<file path="src/rtl/chain_pkg.sv">
// Shared types for the linked command-list walker.
// Assumes a 32-bit header: count in [31:24], next pointer in [23:0].
package chain_pkg;

    localparam int PTR_W   = 24;
    localparam int END_BIT = 23;

    typedef struct packed {
        logic [7:0]       count;
        logic [PTR_W-1:0] next;
    } chain_hdr_t;

    typedef enum logic [3:0] {
        ST_IDLE,
        ST_CHECK,
        ST_HDR_RD,
        ST_HDR_WAIT,
        ST_TAG_WR,
        ST_PAY_RD,
        ST_PAY_WAIT,
        ST_PAY_OUT,
        ST_CLR_RD,
        ST_CLR_WAIT,
        ST_CLR_WR,
        ST_FIN
    } walk_state_t;

endpackage

</file>
<file path="src/rtl/chain_cost.sv">
// Cost accumulator for one walk.
// Adds 10 per packet and a further 5 + count when count is non-zero.
// Assumes 'add' pulses once per header fetched; 'clr' has priority.
module chain_cost #(
    parameter int COST_W = 32
) (
    input  logic              clk,
    input  logic              rst_n,
    input  logic              clr,
    input  logic              add,
    input  logic [7:0]        count,
    output logic [COST_W-1:0] cost
);

    logic [COST_W-1:0] inc;

    // Per-packet increment
    always_comb begin
        inc = COST_W'(10);
        if (count != 8'd0)
            inc = inc + COST_W'(5) + COST_W'(count);
    end

    // Accumulate over the walk, cleared at start
    always_ff @(posedge clk) begin
        if (!rst_n)
            cost <= '0;
        else if (clr)
            cost <= '0;
        else if (add)
            cost <= cost + inc;
    end

endmodule

</file>
<file path="src/rtl/chain_guard.sv">
// Loop guard: counts packets visited, records the pointer reached at the
// threshold, says when headers must be tagged, and counts the cleanup pass.
// Assumes 'step' pulses once per header, 'clr_load' once after the walk.
module chain_guard #(
    parameter int LOOP_LIMIT = 8192,
    parameter int CNT_W      = 24
) (
    input  logic             clk,
    input  logic             rst_n,
    input  logic             clr,
    input  logic             step,
    input  logic [23:0]      next_ptr,
    input  logic             clr_load,
    input  logic             clr_step,
    output logic             tag,
    output logic             clr_need,
    output logic             clr_last,
    output logic [23:0]      rec_ptr
);

    localparam logic [CNT_W-1:0] LIM    = CNT_W'(LOOP_LIMIT);
    localparam logic [CNT_W-1:0] LIM_P2 = CNT_W'(LOOP_LIMIT + 2);

    logic [CNT_W-1:0] visited;
    logic [CNT_W-1:0] clr_left;
    logic             recorded;

    assign tag      = visited > LIM;
    assign clr_need = recorded && (visited > LIM_P2);
    assign clr_last = clr_left == CNT_W'(1);

    // Packet count and threshold pointer capture
    always_ff @(posedge clk) begin
        if (!rst_n || clr) begin
            visited  <= '0;
            recorded <= 1'b0;
            rec_ptr  <= '0;
        end else if (step) begin
            visited <= visited + CNT_W'(1);
            if (visited == LIM) begin
                recorded <= 1'b1;
                rec_ptr  <= next_ptr;
            end
        end
    end

    // Remaining headers for the cleanup pass
    always_ff @(posedge clk) begin
        if (!rst_n || clr)
            clr_left <= '0;
        else if (clr_load)
            clr_left <= visited - LIM_P2;
        else if (clr_step)
            clr_left <= clr_left - CNT_W'(1);
    end

endmodule

</file>
<file path="src/rtl/chain_walker.sv">
// Linked command-list walker (top).
// Fetches headers, streams payload words with valid/ready, follows next
// pointers until bit 23, tags headers past the loop threshold and clears
// the tags afterwards. Assumes a synchronous memory with one-cycle reads.
module chain_walker #(
    parameter int LOOP_LIMIT = 8192,
    parameter int CNT_W      = 24,
    parameter int COST_W     = 32,
    parameter int MEM_ABITS  = 21
) (
    input  logic                 clk,
    input  logic                 rst_n,
    input  logic                 start,
    input  logic [31:0]          start_addr,
    output logic                 busy,
    output logic                 done,
    output logic [COST_W-1:0]    cost,
    output logic                 mem_req,
    output logic                 mem_we,
    output logic [MEM_ABITS-3:0] mem_addr,
    output logic [31:0]          mem_wdata,
    input  logic [31:0]          mem_rdata,
    output logic                 out_valid,
    output logic [31:0]          out_data,
    input  logic                 out_ready
);
    import chain_pkg::*;

    localparam int WW = MEM_ABITS - 2;
    localparam logic [31:0] END_MASK = 32'(1) << END_BIT;

    walk_state_t     state;
    logic [23:0]     cur;
    logic [WW-1:0]   node_w;
    logic [WW-1:0]   clr_w;
    logic [7:0]      count;
    logic [7:0]      idx;
    logic [31:0]     hdr_q;
    logic [31:0]     clr_hdr;
    chain_hdr_t      hdr_in;
    logic            tag, clr_need, clr_last;
    logic [23:0]     rec_ptr;
    logic            start_ok;
    logic            unused_bits;

    assign hdr_in   = mem_rdata;
    assign start_ok = (state == ST_IDLE) && start;
    assign busy     = (state != ST_IDLE);
    assign done     = (state == ST_FIN);
    assign unused_bits = ^{start_addr[31:24], cur[1:0], cur[22:MEM_ABITS],
                           rec_ptr[1:0], rec_ptr[23:MEM_ABITS]};

    chain_cost #(.COST_W(COST_W)) u_cost (
        .clk   (clk),
        .rst_n (rst_n),
        .clr   (start_ok),
        .add   (state == ST_HDR_WAIT),
        .count (hdr_in.count),
        .cost  (cost)
    );

    chain_guard #(.LOOP_LIMIT(LOOP_LIMIT), .CNT_W(CNT_W)) u_guard (
        .clk      (clk),
        .rst_n    (rst_n),
        .clr      (start_ok),
        .step     (state == ST_HDR_WAIT),
        .next_ptr (hdr_in.next),
        .clr_load ((state == ST_CHECK) && cur[END_BIT] && clr_need),
        .clr_step (state == ST_CLR_WR),
        .tag      (tag),
        .clr_need (clr_need),
        .clr_last (clr_last),
        .rec_ptr  (rec_ptr)
    );

    // Walk sequencing and stream register
    always_ff @(posedge clk) begin
        if (!rst_n) begin
            state     <= ST_IDLE;
            cur       <= '0;
            node_w    <= '0;
            clr_w     <= '0;
            count     <= '0;
            idx       <= '0;
            hdr_q     <= '0;
            clr_hdr   <= '0;
            out_valid <= 1'b0;
            out_data  <= '0;
        end else begin
            case (state)
                ST_IDLE: if (start) begin
                    cur   <= start_addr[23:0];
                    state <= ST_CHECK;
                end
                ST_CHECK: begin
                    if (!cur[END_BIT])
                        state <= ST_HDR_RD;
                    else if (clr_need) begin
                        clr_w <= rec_ptr[MEM_ABITS-1:2];
                        state <= ST_CLR_RD;
                    end else
                        state <= ST_FIN;
                end
                ST_HDR_RD: begin
                    node_w <= cur[MEM_ABITS-1:2];
                    state  <= ST_HDR_WAIT;
                end
                ST_HDR_WAIT: begin
                    hdr_q <= mem_rdata;
                    count <= hdr_in.count;
                    cur   <= hdr_in.next;
                    idx   <= '0;
                    if (tag)
                        state <= ST_TAG_WR;
                    else if (hdr_in.count != 8'd0)
                        state <= ST_PAY_RD;
                    else
                        state <= ST_CHECK;
                end
                ST_TAG_WR: state <= (count != 8'd0) ? ST_PAY_RD : ST_CHECK;
                ST_PAY_RD: state <= ST_PAY_WAIT;
                ST_PAY_WAIT: begin
                    out_data  <= mem_rdata;
                    out_valid <= 1'b1;
                    state     <= ST_PAY_OUT;
                end
                ST_PAY_OUT: if (out_ready) begin
                    out_valid <= 1'b0;
                    idx       <= idx + 8'd1;
                    state     <= ((idx + 8'd1) == count) ? ST_CHECK : ST_PAY_RD;
                end
                ST_CLR_RD:   state <= ST_CLR_WAIT;
                ST_CLR_WAIT: begin
                    clr_hdr <= mem_rdata;
                    state   <= ST_CLR_WR;
                end
                ST_CLR_WR: begin
                    clr_w <= clr_hdr[MEM_ABITS-1:2];
                    state <= clr_last ? ST_FIN : ST_CLR_RD;
                end
                ST_FIN:  state <= ST_IDLE;
                default: state <= ST_IDLE;
            endcase
        end
    end

    // Memory port drive per state
    always_comb begin
        mem_req   = 1'b0;
        mem_we    = 1'b0;
        mem_addr  = '0;
        mem_wdata = '0;
        case (state)
            ST_HDR_RD: begin
                mem_req  = 1'b1;
                mem_addr = cur[MEM_ABITS-1:2];
            end
            ST_TAG_WR: begin
                mem_req   = 1'b1;
                mem_we    = 1'b1;
                mem_addr  = node_w;
                mem_wdata = hdr_q | END_MASK;
            end
            ST_PAY_RD: begin
                mem_req  = 1'b1;
                mem_addr = node_w + WW'(idx) + WW'(1);
            end
            ST_CLR_RD: begin
                mem_req  = 1'b1;
                mem_addr = clr_w;
            end
            ST_CLR_WR: begin
                mem_req   = 1'b1;
                mem_we    = 1'b1;
                mem_addr  = clr_w;
                mem_wdata = clr_hdr & ~END_MASK;
            end
            default: ;
        endcase
    end

endmodule

</file>
<file path="config.mk">
export PLATFORM = sky130hd
export DESIGN_NAME = chain_walker
export DESIGN_NICKNAME = d
export VERILOG_FILES = /design/src/rtl/chain_pkg.sv /design/src/rtl/chain_cost.sv /design/src/rtl/chain_guard.sv /design/src/rtl/chain_walker.sv
export SDC_FILE = /design/constraint.sdc
export NUM_CORES = 1
export LEC_CHECK = 0
export ABC_AREA = 0
export BUFFER_PORTS_ARGS = -buffer_cell sky130_fd_sc_hd__buf_2
export CAP_MARGIN = 0
export CORE_MARGIN = 3
export CORE_UTILIZATION = 50
export CTS_CLUSTER_DIAMETER = 60
export DETAILED_ROUTE_END_ITERATION = 7
export PLACE_DENSITY = 0.79
export RECOVER_POWER = 100
export REMOVE_ABC_BUFFERS = 1
export SLEW_MARGIN = 20
export SYNTH_ARGS = -nofsm -noshare
export SYNTH_HDL_FRONTEND = slang
export SYNTH_SLANG_ARGS = --single-unit
export TNS_END_PERCENT = 50
</file>
<file path="constraint.sdc">
create_clock -name clk -period 2.7 [get_ports clk]
set_clock_uncertainty 0.1 [all_clocks]
set_input_delay 0.135 -clock clk [delete_from_list [all_inputs] [get_ports clk]]
set_output_delay 0.135 -clock clk [all_outputs]
set_load 0.01 [all_outputs]
</file>
==> results of run 1 <==
sequential cells by signal (all words and copies together) (netlist names), 4 cells and up:
| register | cells |
|---|---|
| node_w | 19 |
| state | 4 |
| count | 8 |
| out_data | 32 |
| cur | 20 |
| hdr_q | 23 |
| u_cost.cost | 32 |
| clr_w | 19 |
| idx | 8 |
| u_guard.visited | 24 |
| u_guard.rec_ptr | 19 |
| clr_hdr | 31 |
| u_guard.clr_left | 24 |
per-stage QoR:
stage | utilization [%] | cell area (µm²) | std cells | power, mW
after global routing | 63.9 | 16700 | 2283 | 10.7
after CTS | 64.1 | 16800 | 2280 | 10.3
after global placement | 57.6 | 15100 | 2161 | 6.00
after floorplan | - | 12900 | 1555 | 5.28
final | 63.9 | 16700 | 2283 | 10.3
after detailed placement | 57.6 | 15100 | 2161 | 6.04
final timing paths:
kind / startpoint / end / slack, ps
hold / removal: rst_n / state[3] / 90
setup reg to reg: state[0] / u_cost.cost[9] / -150
setup / recovery: idx[1] / mem_addr[13] / -380
hold reg to reg: u_guard.rec_ptr[3] / u_guard.rec_ptr[3] / 350
where the power goes:
group          switching, mW  total (mW)  internal (mW)  leakage (nW)
clock network           1.75        4.20           2.44         0.508
logic                   1.11        1.81          0.696          3.62
registers              0.170        4.28           4.11          2.14
metal layers:
layer / wire length (µm) / global-route usage [%] / part of all wire, %
met1: 16800 / 34.6 / 41
met5: 0 / 0 / 0
met4: 1250 / 9.67 / 3.1
met2: 19200 / 45.9 / 47
met3: 3540 / 5.51 / 8.7
area by class of cell:
class / instances / area [µm²]
fillers: 2193 / 9460
well taps: 335 / 419
repair buffers: 335 / 2170
clock inverters: 18 / 186
multi-input cells: 1262 / 7710
clock buffers: 39 / 846
flip-flops and latches: 265 / 5310
inverters: 29 / 109
cells in the mapped netlist, types with 3 or more instances:
master,instances,area (µm²)
o21a_1,12,90.1
a211oi_1,19,143
mux2_2,20,225
dfxtp_1,265,5310
and2_1,8,50.1
nand2_1,394,1480
mux2i_1,5,50.1
a2111oi_0,3,26.3
or3_1,12,75.1
or4_1,8,60.1
nand4_1,19,119
o211a_1,3,30.0
o211ai_1,8,60.1
nand3b_1,6,45.0
a222oi_1,14,140
a22o_1,31,272
and3_1,17,106
a21boi_0,139,1040
o21ai_0,65,325
o41a_1,3,33.8
nand3_1,37,185
o22ai_1,7,43.8
buf_6,3,33.8
clkbuf_1,99,372
nor4_1,17,106
a21oi_1,67,335
ha_1,27,338
buf_2,8,40.0
nand2b_1,10,62.6
buf_1,8,30.0
inv_1,29,109
o2111ai_1,4,35.0
xnor2_1,62,543
xor2_1,41,359
a31oi_1,23,144
nor2_1,95,357
o41ai_1,3,26.3
o31ai_1,5,37.5
nor3_1,27,135
nor2b_1,12,75.1
nand4b_1,3,26.3
and4_1,4,35.0
cell families after synthesis:
logic type                 Yosys count  share of synthesized area, %
AOI/OAI and AO/OA                  426                          22.1
xor gates and xnor gates           103                          6.72
adders and majority gates           29                          2.81
buffers and inverters              149                          4.45
DFF                                265                          39.5
muxes                               25                          2.05
and+or+nand+nor                    678                          22.3
timing repair:
item                                   CTS  global route
cloned                                   1             0
gates resized for setup                 24            24
endpoints found under the hold margin  138             0
pin swaps                               15            12
setup endpoints to repair               46            31
setup buffers                            7             3
hold buffers                            54             0
worst max-delay path, stage by stage, from the launching register on:
cell and delay, ps:
dfxtp_2 340, ha_4 230, nor2b_4 120, o211a_1 240, o41a_1 410, buf_4 180
o211ai_1 230, xor2_1 120, o21ai_1 250, buf_2 190
==> impl_metrics.csv, run 1 <==
group,metric,value,unit
status,status,"finished, violations left",
status,violations,"setup timing",
placed_design,place_ws,-248,ps
placed_design,dp_hpwl,26.8,mm
cells_and_area,layout_common_cells,"393 x nand2_1, 261 x dfxtp_1, 139 x a21boi_0, 106 x buf_2, 94 x nor2_1",
sta,max_freq,0.325,GHz
sta,final-hold-violation-count,0,
route,via_per_inst,5.86,
sta,finalCritPeriodShare,114,%
floorplan,die_area,28900,µm²
sta,slew_headroom,29.3,%
synth,synthCells,1675,
sta,tns,-5470,ps
sta,tightest_slew,1050,ps
synth,synth_enable_flop_cells,0,
global_route,grt_max_degree,121,
synth,async_reset_ff_share,0,%
clocking,clk_pin_slew_worst_paths,60,ps
global_route,groute.usage.overall,27.2,%
global_route,grt_pass1_wl,65.4,mm
synth,seq_area_frac_synth,39.5,%
power_and_ir_drop,power_density,614,nW/µm²
global_route,grt_pass1_vias,13000,
clocking,numCtsBuffers,31,
min_path,hold_class,"input port to register",
cells_and_area,diodes,0,
floorplan,initial_core_util,51.2,%
route,dr.pass1.iters,6,
min_path,whs_path_depth,4,
placed_design,numPortBuffers,175,
clocking,cts_root_buf,"clkbuf_16",
route,drt-total-wl,40.9,mm
sta,hold_ws,88.4,ps
critical_path,reg2reg_depth,8,
route,ant_nets,0,
sta,setup_viol,77,
route,wl_per_cell,17.9,µm
route,drcViolationCount,0,
sta,slew_viol_final,0,
global_route,grt_overflow,0,
synth,ys_ff_latch,265,
global_route,antenna_found_initial,0,
synth,synth_area_per_cell,8.02,µm²
job,maxCapViolCount,0,
synth,yosys_warnings,0,
floorplan,die_width,170,µm
route,drt_iter0_markers,1203,
clocking,htree_levels,1,
cells_and_area,drive_gt1_share,16.7,%
synth,synthesis.area,13400,µm²
power_and_ir_drop,ir_worst_vdd,0.000515,V
critical_path,critPathMaxFanout,4,
clocking,cts_tree,"done",
critical_path,setup.worst_path.end_class,"output port",
clocking,clkSinkCount,265,
clocking,clk_latency,560,ps
floorplan,die_height,170,µm
synth,synth_flop_cell,"dfxtp_1",
critical_path,start_kind,"register",
route,vias,13400,
critical_path,path_class,"register to output port",
floorplan,std_cell_rows,59,
cells_and_area,synthToLayoutAreaGrowth,24.8,%
critical_path,crit_required,2470,ps
sta,setup_ws,-376,ps
synth,synth_cell_types,69,
clocking,clock_path_buffers,3,
cells_and_area,layout_commonest_cell,"nand2_1",
power_and_ir_drop,leakagePower,6.27,nW
floorplan,core-area,26200,µm²
sta,grt_setup_unrepaired,"true",
floorplan,io_pins,188,
critical_path,crit_arrival,2840,ps
cells_and_area,final_nets,2021,
sta,period_needed,3080,ps
placed_design,routabilityCongestion,0.918,
Note: power is estimated with default switching activity, not from simulation.
==> run 2: changes to the inputs <==
--- a/config.mk
+++ b/config.mk
@@ -15,6 +15,7 @@
 export PLACE_DENSITY = 0.79
 export RECOVER_POWER = 100
 export REMOVE_ABC_BUFFERS = 1
+export SKIP_LAST_GASP = 1
 export SLEW_MARGIN = 20
 export SYNTH_ARGS = -nofsm -noshare
 export SYNTH_HDL_FRONTEND = slang
==> run 2 against run 1 <==
  * The flow still finishes with violations (setup timing)
  * Worst setup slack improved by 12 ps
  * First-iteration DRC count shrank 6.4%
  * Via count rose by 0.49%
  * Register-to-register slack got worse by 20 ps
  * Clock power about the same
  * Fmax increased by 0.39%
  * Largest cell class unchanged
  * Largest power group unchanged
==> impl_metrics.csv, run 2 (same netlist as run 1, synthesis figures left out) <==
group,metric,value,unit
status,status,"finished, violations left",
status,violations,"setup timing",
min_path,min_from,"rst_n",
route,dr.pass1.iters,8,
critical_path,r2r-end,"u_cost.cost[9]",
power_and_ir_drop,ir_worst_vdd,0.000517,V
sta,slew_headroom,27.7,%
floorplan,die_width,170,µm
sta,period_needed,3060,ps
floorplan,core-area,26200,µm²
sta,finalCritPeriodShare,113,%
floorplan,initial_core_util,51.2,%
route,drt-total-wl,40.8,mm
cells_and_area,fin_area,16700,µm²
clocking,numCtsBuffers,31,
sta,final-hold-violation-count,0,
global_route,groute.usage.overall,27.2,%
min_path,hold_end,"node_w[11]",
route,vias,13400,
placed_design,numPortBuffers,175,
critical_path,crit_required,2470,ps
power_and_ir_drop,p_total,10.3,mW
sta,slew_viol_final,0,
global_route,grt_pass1_wl,65.4,mm
global_route,grt_max_degree,121,
cells_and_area,n_fill_cell,2194,
placed_design,routabilityCongestion,0.918,
job,maxCapViolCount,0,
critical_path,reg2reg_depth,8,
route,drcViolationCount,0,
critical_path,reg2reg_from,"state[0]",
cells_and_area,synthToLayoutAreaGrowth,24.7,%
clocking,htree_levels,1,
route,via_per_inst,5.89,
floorplan,io_pins,188,
global_route,grt_pass1_vias,13000,
cells_and_area,diodes,0,
critical_path,crit_path_start,"idx[1]",
cells_and_area,finalNonFillerCells,2283,
route,drt_iter0_markers,1126,
global_route,antenna_found_initial,0,
critical_path,path_class,"register to output port",
cells_and_area,layout_common_cells,"393 x nand2_1, 261 x dfxtp_1, 139 x a21boi_0, 106 x buf_2, 94 x nor2_1",
power_and_ir_drop,power_density,614,nW/µm²
critical_path,crit_arrival,2830,ps
min_path,whs_path_depth,3,
global_route,grt_overflow,0,
sta,max_freq,0.326,GHz
clocking,clk_latency,560,ps
floorplan,std_cell_rows,59,
sta,setup_viol,74,
sta,hold_ws,79.2,ps
floorplan,die_height,170,µm
critical_path,critPathMaxFanout,4,
sta,tns,-6410,ps
placed_design,place_area,15100,µm²
route,ant_nets,0,
placed_design,place_inst,2161,
sta,tightest_slew,1080,ps
clocking,clk_pin_slew_worst_paths,60,ps
sta,setup_ws,-364,ps
cells_and_area,post-route-util,63.9,%
critical_path,setup.worst_path.end_class,"output port",
critical_path,start_kind,"register",
floorplan,die_area,28900,µm²
clocking,clock_path_buffers,3,
min_path,hold_class,"input port to register",
clocking,clkSinkCount,265,
placed_design,place_ws,-248,ps
power_and_ir_drop,leakagePower,6.26,nW
clocking,cts_root_buf,"clkbuf_16",
route,wl_per_cell,17.9,µm
sta,grt_setup_unrepaired,"true",
cells_and_area,drive_gt1_share,16.6,%
cells_and_area,largestRegisters,"out_data x32, u_cost.cost x32, clr_hdr x31",
placed_design,dp_hpwl,26.8,mm
critical_path,reg2reg_slack,-170,ps
clocking,cts_tree,"done",
cells_and_area,final_nets,2021,
cells_and_area,layout_commonest_cell,"nand2_1",
[run 2: cell count changes in the layout (fill, tap and decap cells not counted)]
| cell | previous run | this run |
|---|---|---|
| a2111oi_0 | 0 | 1 |
| a2111oi_2 | 3 | 2 |
| o21ai_0 | 54 | 56 |
| o21ai_1 | 8 | 7 |
| o21ai_2 | 3 | 2 |
[run 2: worst max-delay path by stage]
stage                                      end  slack [ps]
final                             mem_addr[13]        -360
after detailed placement       u_cost.cost[24]        -250
after CTS                          mem_addr[7]        -320
after floorplan           u_guard.clr_left[20]       -2980
after global placement         u_cost.cost[28]        -160
after global routing              mem_addr[13]        -400
[run 2: where the power goes]
group | switching (mW) | total, mW | internal, mW
registers | 0.170 | 4.28 | 4.11
clock network | 1.76 | 4.20 | 2.44
logic | 1.11 | 1.80 | 0.695
[run 2: timing repair]
item	4_1_cts	5_1_grt
resized for setup	24	19
endpoints found under the setup margin	46	31
setup buffers	7	3
pin swaps	15	12
gates cloned	1	0
endpoints found under the hold margin	138	0
hold buffers	54	0
[run 2: routing by layer]
layer | up-vias | part of all wire (%) | global-route usage, % | wire length, µm
met3 | 110 | 8.6 | 5.51 | 3500
met2 | 589 | 47 | 45.9 | 19200
met5 | - | 0 | 0 | 0
met1 | 6390 | 41 | 34.6 | 16900
met4 | 0 | 3.1 | 9.67 | 1260
li1 | 6351 | - | - | -
[run 2: final cells by class]
class                      instances  area, µm²  area share [%]
tap                              335        419            2.50
clock inverter                    18        186            1.11
multi-input combinational       1262       7700            46.0
sequential                       265       5310            31.7
inverter                          29        109           0.650
timing repair buffer             335       2170            12.9
clock buffer                      39        846            5.05
[run 2: worst max-delay path, cell delays in order, from the launching register on]
cell	delay (ps)
dfxtp_2	340
ha_4	230
nor2b_4	120
o211a_1	230
o41a_1	410
buf_4	180
o211ai_1	230
xor2_1	120
o21ai_1	250
buf_2	190
==> run 3: changes to the inputs <==
--- a/config.mk
+++ b/config.mk
@@ -12,7 +12,7 @@
 export CORE_UTILIZATION = 50
 export CTS_CLUSTER_DIAMETER = 60
 export DETAILED_ROUTE_END_ITERATION = 7
-export PLACE_DENSITY = 0.79
+export PLACE_DENSITY = 0.76
 export RECOVER_POWER = 100
 export REMOVE_ABC_BUFFERS = 1
 export SKIP_LAST_GASP = 1
@@ -20,4 +20,4 @@
 export SYNTH_ARGS = -nofsm -noshare
 export SYNTH_HDL_FRONTEND = slang
 export SYNTH_SLANG_ARGS = --single-unit
-export TNS_END_PERCENT = 50
+export TNS_END_PERCENT = 5
==> constraint.sdc (replaced) <==
create_clock -name clk -period 3.3 [get_ports clk]
set_clock_uncertainty 0.1 [all_clocks]
set_input_delay 0.165 -clock clk [delete_from_list [all_inputs] [get_ports clk]]
set_output_delay 0.165 -clock clk [all_outputs]
set_load 0.01 [all_outputs]
==> run 3 against run 2 <==
  * Die area unchanged
  * Sequential power shrank 18%
  * First-iteration DRC count is 2.1% lower
  * Sequential cell count unchanged
  * Sequential share of layout area is 1.2 points higher
  * The run now ends clean
  * Clock power is 19% lower
  * Power decreased by 19%
  * Core utilization decreased by 2.3 points
==> impl_metrics.csv, run 3 (same netlist as run 1, synthesis figures left out) <==
group,metric,value,unit
route,drt-total-wl,39.5,mm
cells_and_area,fin_area,16100,µm²
power_and_ir_drop,leakagePower,5.78,nW
global_route,groute.usage.overall,26.5,%
floorplan,die_area,28900,µm²
clocking,numCtsBuffers,30,
global_route,grt_overflow,0,
cells_and_area,final_nets,1962,
route,via_per_inst,5.80,
floorplan,die_width,170,µm
critical_path,r2r-end,"u_guard.clr_left[18]",
cells_and_area,diodes,0,
sta,slew_viol_final,0,
route,wl_per_cell,17.7,µm
critical_path,cp.buffers_inverters,3,
placed_design,place_inst,2111,
global_route,grt_pass1_wl,63.4,mm
critical_path,path_cells,"inv_1, ha_1, fa_1, nor2b_1, o2111ai_1, nand3b_1, buf_4, nand3_2, xor2_1, o211ai_1, buf_2",
route,drt_iter0_markers,1102,
cells_and_area,largestRegisters,"out_data x32, u_cost.cost x32, clr_hdr x31",
critical_path,crit_arrival,2990,ps
floorplan,std_cell_rows,59,
sta,period_needed,3250,ps
min_path,whs_path_depth,4,
critical_path,start_kind,"register",
critical_path,path_depth,11,
critical_path,cpMaxStageDelayCell,"fa_1",
cells_and_area,drive_gt1_share,10.6,%
critical_path,crit_required,3030,ps
status,status,"finished clean",
floorplan,initial_core_util,51.2,%
sta,grt_setup_unrepaired,"true",
clocking,clk_pin_slew_worst_paths,60,ps
cells_and_area,finalNonFillerCells,2223,
global_route,grt_pass1_vias,12300,
cells_and_area,layout_common_cells,"394 x nand2_1, 263 x dfxtp_1, 139 x a21boi_0, 116 x clkbuf_1, 95 x nor2_1",
sta,final-hold-violation-count,0,
sta,tightest_slew,1350,ps
clocking,cts_root_buf,"clkbuf_16",
power_and_ir_drop,ir_worst_vdd,0.000344,V
sta,slew_headroom,10.1,%
sta,finalCritPeriodShare,98.6,%
critical_path,reg2reg_slack,280,ps
critical_path,path_class,"register to output port",
critical_path,cp_top_family,"adder cells",
clocking,cts_tree,"done",
cells_and_area,layout_commonest_cell,"nand2_1",
critical_path,critPathMaxFanout,6,
route,drcViolationCount,0,
route,vias,12900,
sta,max_freq,0.307,GHz
clocking,clkSinkCount,265,
global_route,grt_max_degree,125,
global_route,antenna_found_initial,1,
placed_design,routabilityCongestion,0.926,
cells_and_area,synthToLayoutAreaGrowth,20.2,%
power_and_ir_drop,p_total,8.31,mW
critical_path,reg2reg_depth,7,
min_path,hold_class,"input port to register",
critical_path,setup.worst_path.end_class,"output port",
clocking,clock_path_buffers,3,
cells_and_area,n_fill_cell,2279,
job,maxCapViolCount,0,
route,ant_nets,0,
placed_design,dp_hpwl,26.4,mm
min_path,min_from,"mem_rdata[22]",
placed_design,numPortBuffers,175,
critical_path,reg2reg_from,"u_guard.visited[8]",
clocking,htree_levels,1,
critical_path,cpPeakStageDelay,420,ps
floorplan,io_pins,188,
power_and_ir_drop,power_density,515,nW/µm²
placed_design,place_area,14700,µm²
sta,tns,0,ps
min_path,hold_end,"clr_hdr[22]",
clocking,clk_latency,550,ps
floorplan,die_height,170,µm
floorplan,core-area,26200,µm²
route,dr.pass1.iters,8,
sta,setup_viol,0,
run 3: changes by cell type in the layout (fill, tap and decap cells not counted), moves of 3 or more:
| cell | delta |
|---|---|
| buf_2 | -38 |
| buf_4 | -56 |
| clkbuf_1 | +42 |
| clkbuf_4 | -4 |
| clkbuf_8 | +4 |
| ha_1 | +3 |
| ha_4 | -3 |
| inv_1 | +3 |
| inv_2 | -3 |
| o2111ai_1 | +3 |
| o2111ai_2 | -3 |
| o21ai_0 | +3 |
run 3: area by class of cell:
class	count	area, µm²	share of cell area (%)
tap	335	419	2.60
sequential	265	5310	32.9
multi-input combinational	1261	7590	47.1
clock inverter	10	119	0.737
timing repair buffer	278	1670	10.4
inverter	29	109	0.675
clock buffer	45	908	5.63
run 3: worst min-delay path: cells and delay by family:
family / cells / cell delay [ps]
AO/OA/AOI/OAI: 1 / 60
buffers and inverters: 2 / 670
AND/OR/NAND/NOR: 1 / 50
run 3: repair_timing:
| action | 4_1_cts | 5_1_grt |
|---|---|---|
| endpoints found under the setup margin | 8 | 14 |
| cloned | 0 | 0 |
| pin swaps | 1 | 5 |
| gates resized for setup | 3 | 10 |
| setup buffers | 0 | 2 |
| hold buffers | 55 | 0 |
| hold endpoints to repair | 144 | 0 |
run 3: through the flow:
stage	setup WS, ps	hold slack [ps]	utilization (%)
2_1_floorplan	-2380	179	-
3_3_place_gp	229	339	56.2
3_5_place_dp	98.3	344	56.2
4_1_cts	-72.6	321	62.2
5_1_grt	-77.2	347	61.6
6_report	47.1	337	61.6
run 3: report_power, final:
group | switching (mW) | internal, mW
Combinational | 0.865 | 0.526
Sequential | 0.146 | 3.36
Clock | 1.36 | 2.06
Total | 2.37 | 5.94
run 3: worst max-delay path by stage:
stage | to | slack (ps) | start
2_1_floorplan | u_guard.clr_left[20] | -2380 | state[1]
3_3_place_gp | u_cost.cost[28] | 230 | mem_rdata[25]
3_5_place_dp | u_cost.cost[24] | 100 | mem_rdata[25]
4_1_cts | mem_addr[7] | -70 | idx[1]
5_1_grt | mem_addr[8] | -80 | idx[0]
6_report | mem_addr[8] | 50 | idx[0]
run 3: per-layer routing:
metal	GRT usage, %	up-vias	wire length, µm
met5	0	-	11
met4	8.93	2	1090
met3	5.18	81	3080
met2	45.1	517	18600
met1	33.7	6072	16700
li1	-	6226	-
